<file path="src/rtl/cyc_timer_pkg.sv">
package cyc_timer_pkg;

    typedef enum logic [1:0] {
        REG_TIME = 2'd0,
        REG_CTRL = 2'd1,
        REG_UNU2 = 2'd2,
        REG_UNU3 = 2'd3
    } reg_sel_e;

    localparam int CTRL_EN_BIT   = 0;
    localparam int CTRL_PEND_BIT = 1;

    typedef struct packed {
        logic     valid;
        logic     write;
        reg_sel_e sel;
    } bus_op_t;

    typedef struct packed {
        logic load_cmp;
        logic ctrl_wr;
        logic en_val;
        logic ack;
    } reg_cmd_t;

    function automatic reg_cmd_t decode_op(bus_op_t op, logic en_bit, logic ack_bit);
        reg_cmd_t cmd;
        cmd = '0;
        if (op.valid && op.write) begin
            case (op.sel)
                REG_TIME: cmd.load_cmp = 1'b1;
                REG_CTRL: begin
                    cmd.ctrl_wr = 1'b1;
                    cmd.en_val  = en_bit;
                    cmd.ack     = ack_bit;
                end
                default: cmd = '0;
            endcase
        end
        return cmd;
    endfunction

endpackage

</file>
<file path="src/rtl/cyc_timer_counter.sv">
module cyc_timer_counter #(
    parameter int CNT_W = 64
) (
    input  logic             clk,
    input  logic             rst,
    output logic [CNT_W-1:0] count
);

    always_ff @(posedge clk) begin
        if (rst) count <= '0;
        else     count <= count + CNT_W'(1);
    end

    assert_count_step_R1: assert property (@(posedge clk) disable iff (rst)
        1'b1 |=> count == $past(count) + CNT_W'(1));

endmodule

</file>
<file path="src/rtl/cyc_timer_match.sv">
module cyc_timer_match #(
    parameter int CMP_W = 32
) (
    input  logic             clk,
    input  logic             rst,
    input  logic             load,
    input  logic [CMP_W-1:0] load_val,
    input  logic [CMP_W-1:0] count_low,
    output logic             hit
);

    logic [CMP_W-1:0] cmp_q;

    always_ff @(posedge clk) begin
        if (rst)       cmp_q <= '0;
        else if (load) cmp_q <= load_val;
    end

    assign hit = (count_low == cmp_q);

    assert_cmp_load_R3: assert property (@(posedge clk) disable iff (rst)
        load |=> cmp_q == $past(load_val));

endmodule

</file>
<file path="src/rtl/cyc_timer_irq_state.sv">
module cyc_timer_irq_state (
    input  logic clk,
    input  logic rst,
    input  logic hit,
    input  logic ctrl_wr,
    input  logic en_val,
    input  logic ack,
    input  logic cmp_wr,
    output logic en,
    output logic pend,
    output logic irq
);

    always_ff @(posedge clk) begin
        if (rst) begin
            en   <= 1'b0;
            pend <= 1'b0;
        end else begin
            if (ctrl_wr) en <= en_val;
            if (hit)      pend <= 1'b1;
            else if (ack) pend <= 1'b0;
        end
    end

    assign irq = pend & en;

    assert_hit_sets_R4: assert property (@(posedge clk) disable iff (rst)
        hit |=> pend);

    assert_sticky_R6: assert property (@(posedge clk) disable iff (rst)
        pend && !ack |=> pend);

    assert_hit_beats_ack_R7: assert property (@(posedge clk) disable iff (rst)
        hit && ack |=> pend);

    assert_enable_load_R8: assert property (@(posedge clk) disable iff (rst)
        ctrl_wr |=> en == $past(en_val));

    assert_cmp_keeps_pend_R9: assert property (@(posedge clk) disable iff (rst)
        pend && cmp_wr |=> pend);

endmodule

</file>
<file path="src/rtl/cyc_timer_cmp.sv">
module cyc_timer_cmp #(
    parameter int CNT_W = 64,
    parameter int CMP_W = 32
) (
    input  logic             clk,
    input  logic             rst,
    input  logic             bus_valid,
    input  logic             bus_write,
    input  logic [1:0]       bus_addr,
    input  logic [CNT_W-1:0] bus_wdata,
    output logic [CNT_W-1:0] bus_rdata,
    output logic             irq
);
    import cyc_timer_pkg::*;

    localparam int LOW_W = (CMP_W < CNT_W) ? CMP_W : CNT_W;

    bus_op_t          op;
    reg_cmd_t         cmd;
    logic [CNT_W-1:0] count;
    logic             hit;
    logic             en;
    logic             pend;
    logic [LOW_W-1:0] load_val;
    logic [LOW_W-1:0] count_low;

    assign op.valid  = bus_valid;
    assign op.write  = bus_write;
    assign op.sel    = reg_sel_e'(bus_addr);
    assign cmd       = decode_op(op, bus_wdata[CTRL_EN_BIT], bus_wdata[CTRL_PEND_BIT]);
    assign load_val  = bus_wdata[LOW_W-1:0];
    assign count_low = count[LOW_W-1:0];

    cyc_timer_counter #(.CNT_W(CNT_W)) u_counter (
        .clk   (clk),
        .rst   (rst),
        .count (count)
    );

    cyc_timer_match #(.CMP_W(LOW_W)) u_match (
        .clk       (clk),
        .rst       (rst),
        .load      (cmd.load_cmp),
        .load_val  (load_val),
        .count_low (count_low),
        .hit       (hit)
    );

    cyc_timer_irq_state u_irq (
        .clk     (clk),
        .rst     (rst),
        .hit     (hit),
        .ctrl_wr (cmd.ctrl_wr),
        .en_val  (cmd.en_val),
        .ack     (cmd.ack),
        .cmp_wr  (cmd.load_cmp),
        .en      (en),
        .pend    (pend),
        .irq     (irq)
    );

    always_comb begin
        bus_rdata = '0;
        case (op.sel)
            REG_TIME: bus_rdata = count;
            REG_CTRL: begin
                bus_rdata[CTRL_EN_BIT]   = en;
                bus_rdata[CTRL_PEND_BIT] = pend;
            end
            default: bus_rdata = '0;
        endcase
    end

    assert_mask_R8: assert property (@(posedge clk) disable iff (rst)
        !en |-> !irq);

    assert_unused_reads_zero_R11: assert property (@(posedge clk) disable iff (rst)
        bus_addr[1] |-> bus_rdata == '0);

endmodule

</file>
<file path="config.mk">
export PLATFORM = sky130hd
export DESIGN_NAME = cyc_timer_cmp
export DESIGN_NICKNAME = d
export VERILOG_FILES = /design/src/rtl/cyc_timer_pkg.sv /design/src/rtl/cyc_timer_counter.sv /design/src/rtl/cyc_timer_match.sv /design/src/rtl/cyc_timer_irq_state.sv /design/src/rtl/cyc_timer_cmp.sv
export SDC_FILE = /design/constraint.sdc
export NUM_CORES = 1
export LEC_CHECK = 0
export BUFFER_PORTS_ARGS = -buffer_cell sky130_fd_sc_hd__buf_2
export CAP_MARGIN = 10
export CORE_MARGIN = 5
export CORE_UTILIZATION = 40
export DETAILED_ROUTE_END_ITERATION = 10
export HOLD_SLACK_MARGIN = 0.03
export PLACE_DENSITY_LB_ADDON = 0.08
export REMOVE_ABC_BUFFERS = 1
export SLEW_MARGIN = 25
export SYNTH_ARGS = -nofsm -noshare
export SYNTH_HDL_FRONTEND = slang
export SYNTH_HIERARCHICAL = 1
export SYNTH_SLANG_ARGS = --single-unit
</file>
<file path="constraint.sdc">
create_clock -name clk -period 2 [get_ports clk]
set_clock_uncertainty 0.1 [all_clocks]
set_input_delay 0.4 -clock clk [delete_from_list [all_inputs] [get_ports clk]]
set_output_delay 0.4 -clock clk [all_outputs]
set_load 0.01 [all_outputs]
</file>
==> summary.txt, run 1 <==
Timing
  – Unrepaired setup endpoints after global routing: true
  – Count of pins over their slew limit: 0
  – Fmax: 0.496 GHz
  – Fin. Hold Viols: 0
  – Setup_tns: -23.6 ps
  – Final cycle utilization of the critical path: 1.01
  – Tightest Pin Transition: approximately 470 ps
  – Final WS setup: -16.1 ps
  – Slew margin rel.: 0.686
  – Final min period: 2020 ps
  – Final setup violating endpoints: 2

Layout
  – Area Overhead vs Synth: 37.6%
  – Post-route cell area: 0.00683 mm²
  – Final net count: 828
  – Fill cells: 1158
  – Layout cell share with drive strength beyond 1: 0.344
  – Ant diodes: 0
  – Post-route insts no fill: 930

Clocking
  – Worst-skew pair later-pin latency: 350 ps
  – Clock-pin slew on the worst setup and hold paths: 70 ps
  – # clock sinks: 98
  – TritonCTS buffer count: 9
  – Root Driver: clkbuf_16
  – CTS max path bufs: 2
  – CTS tree: built
  – Hold-fix buffers at CTS: 0
  – CTS HTree Levels: 3

Power and ir drop
  – P_leak: 0.00305 µW
  – Internal power: 3040 µW
  – Part of the power in registers: 0.507
  – Peak VDD IR: about 0.42 mV
  – Switch share: 0.227
  – NetSw: between 800 and 900 µW
  – Combinational share of power: 0.058
  – Clock share of power: 0.435
  – Power Density: approximately 580 mW/mm²

Worst setup path
  – CP arrival: 2190 ps
  – Max incr delay on CP: 360 ps
  – Crit Path Max Fanout: 8
  – Kind of critical path: reg -> reg
  – Critical Path RT: 2180 ps
  – Crit path cell chain: nand4_1 -> nor4_4 -> buf_6 -> nand4_1 -> buf_6 -> or3_4 -> a21oi_2
  – CP bufs+invs: 2
  – Worst r2r dst: u_counter/count[60]$_SDFF_PP0_
  – FF-to-FF path depth: 7
  – CP max-delay cell: nor4_4
  – Largest delay share family, worst path: simple AND/OR/NAND/NOR gates
  – Crit end category: flip-flop
  – R2R Setup Slk: -20 ps
  – R2R Path Start: u_counter/count[32]$_SDFF_PP0_
  – Startpoint Class: flip-flop

Global routing
  – Largest net degree at the start of global routing: 99
  – Total global-route track usage: 0.186
  – Vias in the first global route: around 4.6k
  – Global-route wire length before repair: 22200 µm
  – Initial antenna violation count: 0
  – Global route total overflow: 0

Floorplanning
  – Row count: 40
  – Num ports: 135
  – Die area: around 0.015 mm²
  – Die Width: 121 µm
  – Core area: 0.0121 mm²
  – Initial Util: 0.411
  – Chip Height: 121 µm

Placed design
  – Number of port buffers: between 100 and 150
  – HPWL Detailed: 9810 µm
  – GP Congestion: 0.797
  – Placed cells: a little over 900
  – Post-DP Area: 0.00626 mm²

Detailed routing
  – Antenna-violating nets left: 0
  – Via density per instance: ~5
  – Residual DRC count: 0
  – Final wirelength: 13500 µm
  – Drt first pass iters: 4
  – DR iter-0 viols: 221
  – Routed length per placed instance: 14.6 µm
  – Via count: between 4k and 5k

Synthesis
  – Cells after synthesis: between 500 and 600
  – Mean Syn Cell Area: 8.64 µm²
  – Most common cell in the synthesized netlist: dfxtp_1
  – Netlist cell types: 38
  – Synth Register Bits: between 90 and 100
  – Ys flop type: dfxtp_1
  – Post-synth top area cell: dfxtp_1
  – Synth Cell Area: 0.00496 mm²
  – Synth cell count leaders: 98 x dfxtp_1, 88 x nor2_1, 66 x and2_1
  – Top post-synthesis cells by area: dfxtp_1 40%, xor2_1 11%, and2_1 8.3%, mux2i_1 7.1%, nor2_1 6.7%
  – Post-synth EDFFs: 0
  – Synth warn: 6
  – Async SR Flop Fraction: 0
  – Seq/Total Area, Yosys: 0.395
  – Share of the synthesized area in the top cell type: 0.395

Min path
  – Hold Path Sink: u_match/cmp_q[31]$_SDFFE_PP0P_
  – Worst hold path type: in -> reg
  – Hold Path Depth: 3
  – Hold Crit Start: bus_wdata[31]

Status
  – Failing checks: setup timing
  – Run status: complete, but fails checks

Flow run
  – Total of max-cap violations: 0
## worst max-delay path by stage
stage	start	end	slack [ps]	cells past startpoint
after floorplan	u_counter/count[5]$_SDFF_PP0_	u_counter/count[63]$_SDFF_PP0_	-710	5
after global placement	u_counter/count[32]$_SDFF_PP0_	u_counter/count[37]$_SDFF_PP0_	-170	6
after detailed placement	u_counter/count[32]$_SDFF_PP0_	u_counter/count[37]$_SDFF_PP0_	-240	6
after CTS	u_counter/count[6]$_SDFF_PP0_	u_counter/count[37]$_SDFF_PP0_	-20	6
after global routing	u_counter/count[33]$_SDFF_PP0_	u_counter/count[60]$_SDFF_PP0_	-110	7
final	u_counter/count[32]$_SDFF_PP0_	u_counter/count[60]$_SDFF_PP0_	-20	7
## final cells by class
| class | count | area (µm²) | area share |
|---|---|---|---|
| clock buffers | 10 | 229 | 0.0335 |
| clock inverters | 6 | 57.6 | 0.00843 |
| inverters | 6 | 22.5 | 0.00330 |
| multi-input cells | 447 | 3010 | 0.441 |
| flip-flops and latches | 98 | 1990 | 0.291 |
| well taps | 168 | 210 | 0.0308 |
| repair buffers | 195 | 1310 | 0.192 |
## power by group through the flow
stage	Clock (µW)	Combinational, µW	Sequential, µW
2_1_floorplan	0	89.8	2030
3_3_place_gp	0	223	2030
3_5_place_dp	0	227	2030
4_1_cts	1750	228	1990
5_1_grt	1840	250	1990
6_report	1710	228	1990
## through the flow
stage	utilization	hold slack (ps)	worst slack, ps	total power [µW]
3_3_place_gp	0.519	371	-170	2260
2_1_floorplan	-	341	-708	2120
3_5_place_dp	0.519	387	-244	2260
6_report	0.566	188	-16.1	3930
5_1_grt	0.566	196	-107	4090
4_1_cts	0.550	180	-18.0	3960
## worst reg2reg max path, cell delays in order, from the launching register on
cell     delay (ps)
dfxtp_2         320
nand4_1         230
nor4_4          360
buf_6           160
nand4_1         120
buf_6           160
or3_4           360
a21oi_2         130
## cell families (layout without fill, tap and decap cells)
family,count (synthesis),in the layout,synth area share
buffers and inverters,29,217,0.0262
multiplexers,35,35,0.0706
adder cells (fa/ha/maj),1,1,0.00252
flip-flops,98,98,0.395
XOR/XNOR,72,72,0.127
AO/OA/AOI/OAI,45,45,0.0482
AND/OR/NAND/NOR,294,294,0.330
## flip-flops by register name (all words and copies together), names as in the netlist
name             flops
u_irq/en             1
u_irq/pend           1
u_match/cmp_q       32
u_counter/count     64
## layout by cell type (no fill, tap or decap), drive strengths merged, types with 2 or more instances in the layout
cell    Yosys  final
a21oi      23     23
and2       66     66
and3        7      7
and4        2      2
buf         7    195
clkbuf     16     10
clkinv      0      4
dfxtp      98     98
inv         6      6
mux2i      35     35
nand2      20     20
nand3      22     22
nand4      34     34
nor2       89     89
nor3        6      6
nor4       16     16
o21ai      18     18
o31ai       4      4
or2         2      2
or3        20     20
or4         7      7
xnor2      11     11
xor2       61     61
## timing repair
item | in CTS | in global routing
pin swaps | 6 | 24
endpoints found under the setup margin | 11 | 27
gates cloned | 1 | 0
gates resized for setup | 12 | 41
setup buffers | 5 | 3
## routing by layer
metal	routed length, µm	GRT usage	up-vias	share of wire
met3	520	0.0294	12	0.038
met2	6800	0.325	98	0.50
met5	0	0	-	0
met1	6020	0.232	2193	0.45
li1	-	-	2342	-
met4	183	0.0623	0	0.014
Power figures use the tool's default switching activity.
==> run 2: changes to the inputs <==
--- a/config.mk
+++ b/config.mk
@@ -7,6 +7,7 @@
 export LEC_CHECK = 0
 export BUFFER_PORTS_ARGS = -buffer_cell sky130_fd_sc_hd__buf_2
 export CAP_MARGIN = 10
+export CORE_ASPECT_RATIO = 0.8
 export CORE_MARGIN = 5
 export CORE_UTILIZATION = 40
 export DETAILED_ROUTE_END_ITERATION = 10
==> constraint.sdc (replaced) <==
create_clock -name clk -period 2.5 [get_ports clk]
set_clock_uncertainty 0.1 [all_clocks]
set_input_delay 0.5 -clock clk [delete_from_list [all_inputs] [get_ports clk]]
set_output_delay 0.5 -clock clk [all_outputs]
set_load 0.01 [all_outputs]
==> run 2 against run 1 <==
- the run now ends clean
- total power fell by 21%
- worst hold slack improved by 110 ps
- clock-buffer cell count rose by 2
- largest cell class unchanged
==> summary.txt, run 2 (synthesized netlist as in run 1, its figures left out) <==
Layout
  – Layout cell share with drive strength beyond 1: 0.231
  – Ant diodes: 0
  – Util after Layout: 0.503
  – Most frequent cells in the layout: 102 x buf_2, 98 x dfxtp_1, 88 x nor2_1, 66 x and2_1, 61 x xor2_1
  – Top flop regs: u_counter/count (64), u_match/cmp_q (32)
  – Fill cells: 1187
  – Max FFs per register: 64
  – Most flop-heavy register: u_counter/count
  – Area Overhead vs Synth: 23.4%
  – Most common cell after layout, fill and taps aside: buf_2
  – Final net count: roughly 770

Detailed routing
  – Final wirelength: 12900 µm
  – Via count: between 4k and 5k
  – Routed length per placed instance: 15.1 µm
  – Antenna-violating nets left: 0
  – Via density per instance: 5.13
  – DR iter-0 viols: slightly above 300
  – Drt first pass iters: 4
  – Residual DRC count: 0

Timing
  – Final min period: 2270 ps
  – Fin. Hold Viols: 0
  – Count of pins over their slew limit: 0
  – Tightest Pin Transition: 677 ps
  – Final cycle utilization of the critical path: 0.909
  – Final setup violating endpoints: 0
  – Slew margin rel.: 0.545
  – Unrepaired setup endpoints after global routing: false
  – Fmax: 0.440 GHz
  – Final WS setup: 227 ps
  – Worst Hold Slack: 294 ps

Clocking
  – Root Driver: clkbuf_16
  – Worst-skew pair later-pin latency: about 340 ps
  – TritonCTS buffer count: 9
  – # clock sinks: 98
  – Clock-pin slew on the worst setup and hold paths: 70 ps
  – Hold-fix buffers at CTS: 0
  – CTS tree: built
  – Setup Buffers After CTS: 0
  – CTS HTree Levels: 3
  – CTS resizes: 0
  – CTS max path bufs: 2

Status
  – Run status: finished clean

Worst setup path
  – Crit Path Max Fanout: 13
  – Kind of critical path: reg -> reg
  – CP bufs+invs: 1
  – Startpoint Class: flip-flop
  – Largest delay share family, worst path: simple AND/OR/NAND/NOR gates
  – Crit end category: flip-flop
  – Crit path cell chain: nand3_1 -> nor4_4 -> buf_4 -> nand4_1 -> or3_1 -> a21oi_1
  – Critical Path RT: between 2000 and 3000 ps
  – Max incr delay on CP: roughly 470 ps
  – CP arrival: 2440 ps
  – CP max-delay cell: dfxtp_1

Floorplanning
  – Num ports: ~140
  – Die area: about 0.015 mm²
  – Chip Height: 110 µm
  – Initial Util: 0.408
  – Die Width: 135 µm
  – Core area: 0.0122 mm²
  – Row count: 36

Min path
  – Worst hold path type: in -> reg

Placed design
  – GP Congestion: 0.781
  – Place WS: 230 ps
  – HPWL Detailed: 9290 µm
  – Number of port buffers: between 100 and 150

Power and ir drop
  – Peak VDD IR: 0.281 mV
  – Power Density: 510 mW/mm²
  – P_leak: between 0.002 and 0.003 µW

Flow run
  – Total of max-cap violations: 0

Global routing
  – Initial antenna violation count: 0
  – Total global-route track usage: 0.179
  – Vias in the first global route: 4231
  – Largest net degree at the start of global routing: 99
  – Global route total overflow: 0
  – Global-route wire length before repair: 21200 µm
[run 2: metal layers]
layer	global-route usage	wire length, µm	vias up	share of wire
li1	-	-	2228	-
met1	0.255	6640	2055	0.52
met2	0.274	5470	85	0.42
met3	0.0435	650	10	0.050
met4	0.0414	122	0	0.0095
met5	0	0	-	0
[run 2: tightest hold or removal path, delay by kind of cell]
| kind | cells | cell delay [ps] |
|---|---|---|
| buffers and inverters | 1 | 70 |
| AND/OR/NAND/NOR | 1 | 70 |
| multiplexers | 1 | 50 |
[run 2: power breakdown]
| group | switching [µW] | internal, µW |
|---|---|---|
| clock | 568 | 795 |
| sequential | 12.4 | 1580 |
| combinational | 96.9 | 71.8 |
[run 2: final timing paths]
check                                                    start                             end  slack, ps  depth (start not counted)
worst min register to register  u_counter/count[63]$_SDFF_PP0_  u_counter/count[63]$_SDFF_PP0_        390                          2
worst min-delay path                             bus_wdata[20]  u_match/cmp_q[20]$_SDFFE_PP0P_        290                          3
worst max register to register  u_counter/count[21]$_SDFF_PP0_  u_counter/count[60]$_SDFF_PP0_        230                          6
worst max-delay path            u_counter/count[21]$_SDFF_PP0_  u_counter/count[60]$_SDFF_PP0_        230                          6
[run 2: final cells by class]
class                           instances  area [µm²]  area share
Clock inverter                          3        40.0     0.00654
Tap cell                              152         190      0.0311
Inverter                                6        22.5     0.00368
Sequential cell                        98        1960       0.320
Timing Repair Buffer                  136         791       0.129
Multi-Input combinational cell        447        2870       0.469
Clock buffer                           12         246      0.0403
[run 2: metrics by stage]
stage,instances,TNS [ps],power (µW),area [µm²]
global placement,839,0,1790,5840
floorplan,551,-8740,1700,4850
CTS,854,0,3170,6120
finish,854,0,3120,6120
detailed placement,839,0,1800,5840
global route,854,0,3250,6120
==> run 3: changes to the inputs <==
==> constraint.sdc (replaced) <==
create_clock -name clk -period 2.5 [get_ports clk]
set_clock_uncertainty 0.1 [all_clocks]
set_input_delay 0.5 -clock clk [delete_from_list [all_inputs] [get_ports clk]]
set_output_delay 0.5 -clock clk [all_outputs]
set_load 0.02 [all_outputs]
==> run 3 against run 2 <==
- clock-buffer cell count fell by 1
- largest cell class unchanged
- critical endpoint is now u_counter/count[56]$_SDFF_PP0_
- die area did not move
- total power rose by 11%
- worst hold slack improved by 1.1 ps
- cell area rose by 1.5%
==> summary.txt, run 3 (synthesized netlist as in run 1, its figures left out) <==
Status
  – Run status: finished clean

Global routing
  – Global route total overflow: 0
  – Vias in the first global route: 4215
  – Global-route wire length before repair: 20900 µm
  – Largest net degree at the start of global routing: 99
  – Initial antenna violation count: 0
  – Total global-route track usage: 0.177

Placed design
  – HPWL Detailed: roughly 9400 µm
  – GP Congestion: 0.794
  – Number of port buffers: 102
  – Placed cells: 840
  – Place WS: about 250 ps

Worst setup path
  – Max incr delay on CP: 430 ps
  – Largest delay share family, worst path: simple AND/OR/NAND/NOR gates
  – Crit path cell chain: ha_1 -> nand4_1 -> nor3_2 -> buf_4 -> nand4_1 -> or3_1 -> a21oi_1
  – Crit Path Max Fanout: 8
  – Kind of critical path: reg -> reg
  – CP bufs+invs: 1
  – Crit. Startpoint: u_counter/count[1]$_SDFF_PP0_
  – Startpoint Class: flip-flop
  – Critical Path RT: 2670 ps
  – Top cell by count, worst path: nand4_1
  – CP max-delay cell: or3_1
  – CP arrival: between 2000 and 2500 ps
  – Crit end category: flip-flop
  – R2R Path Start: u_counter/count[1]$_SDFF_PP0_

Timing
  – Fmax: 0.444 GHz
  – Tightest Pin Transition: roughly 670 ps
  – Final WS setup: roughly 250 ps
  – Final cycle utilization of the critical path: 0.901
  – Final setup violating endpoints: 0
  – Unrepaired setup endpoints after global routing: false
  – Count of pins over their slew limit: 0
  – Setup_tns: 0 ps
  – Final min period: about 2300 ps
  – Fin. Hold Viols: 0
  – Slew margin rel.: 0.547

Detailed routing
  – Via density per instance: slightly above 5
  – Final wirelength: 12900 µm
  – Antenna-violating nets left: 0
  – DR iter-0 viols: 283
  – Routed length per placed instance: 15.1 µm
  – Via count: between 4k and 5k
  – Residual DRC count: 0
  – Drt first pass iters: 4

Power and ir drop
  – P_leak: roughly 0.0027 µW
  – Power Density: approximately 560 mW/mm²
  – Peak VDD IR: 0.310 mV

Flow run
  – Total of max-cap violations: 0

Layout
  – Max FFs per register: 64
  – Ant diodes: 0
  – Area Overhead vs Synth: 25.2%
  – Most flop-heavy register: u_counter/count
  – Final net count: 770
  – Post-route insts no fill: 856
  – Layout cell share with drive strength beyond 1: 0.234
  – Most frequent cells in the layout: 102 x buf_2, 98 x dfxtp_1, 88 x nor2_1, 66 x and2_1, 61 x xor2_1
  – Top flop regs: u_counter/count (64), u_match/cmp_q (32)
  – Most common cell after layout, fill and taps aside: buf_2

Floorplanning
  – Die Width: 135 µm
  – Row count: 36
  – Chip Height: between 100 and 150 µm
  – Core area: 0.0122 mm²
  – Initial Util: 0.408
  – Die area: about 0.015 mm²
  – Num ports: roughly 140

Clocking
  – Clock-pin slew on the worst setup and hold paths: 70 ps
  – TritonCTS buffer count: 9
  – Hold-fix buffers at CTS: 0
  – CTS tree: built
  – # clock sinks: 98
  – CTS HTree Levels: 3
  – Setup Buffers After CTS: 0
  – Root Driver: clkbuf_16
  – Worst-skew pair later-pin latency: 330 ps
  – CTS max path bufs: 2
  – CTS resizes: 0

Min path
  – Worst hold path type: in -> reg
  – Hold Crit Start: bus_wdata[22]
-- run 3: path summary, 6_finish.rpt --
path / to / slack [ps] / depth (start not counted)
setup / recovery: u_counter/count[56]$_SDFF_PP0_ / 250 / 7
hold / removal: u_match/cmp_q[22]$_SDFFE_PP0P_ / 300 / 3
setup reg to reg: u_counter/count[56]$_SDFF_PP0_ / 250 / 7
hold reg to reg: u_counter/count[63]$_SDFF_PP0_ / 380 / 2
-- run 3: worst min-delay path: cells and delay by family --
kind	cells	cell delay (ps)
buffers and inverters	1	70
AND/OR/NAND/NOR	1	70
multiplexers	1	50
-- run 3: where the power goes --
part	switching [µW]	internal, µW
Clock	593	1110
Combinational	98.9	71.8
Sequential	12.6	1580
-- run 3: area by class of cell --
type / instances / area (µm²)
clock buffers: 11 / 243
multi-input cells: 447 / 2870
inverters: 6 / 22.5
repair buffers: 137 / 798
well taps: 152 / 190
fillers: 1220 / 5950
flip-flops and latches: 98 / 1960
clock inverters: 5 / 125
-- run 3: metrics by stage --
stage	utilization	total power, µW	cell area (µm²)	hold slack (ps)
4_1_cts	0.511	3500	6210	288
3_5_place_dp	0.480	1800	5840	374
5_1_grt	0.511	3580	6210	295
3_3_place_gp	0.480	1800	5840	370
6_report	0.511	3460	6210	296
2_1_floorplan	-	1700	4850	341
-- run 3: metal layers --
metal | share of wire | wire (µm) | track usage | vias up
li1 | - | - | - | 2228
met1 | 0.50 | 6450 | 0.251 | 2101
met2 | 0.44 | 5630 | 0.273 | 104
met3 | 0.059 | 757 | 0.0416 | 9
met4 | 0.0077 | 99 | 0.0414 | 0
met5 | 0 | 0 | 0 | -
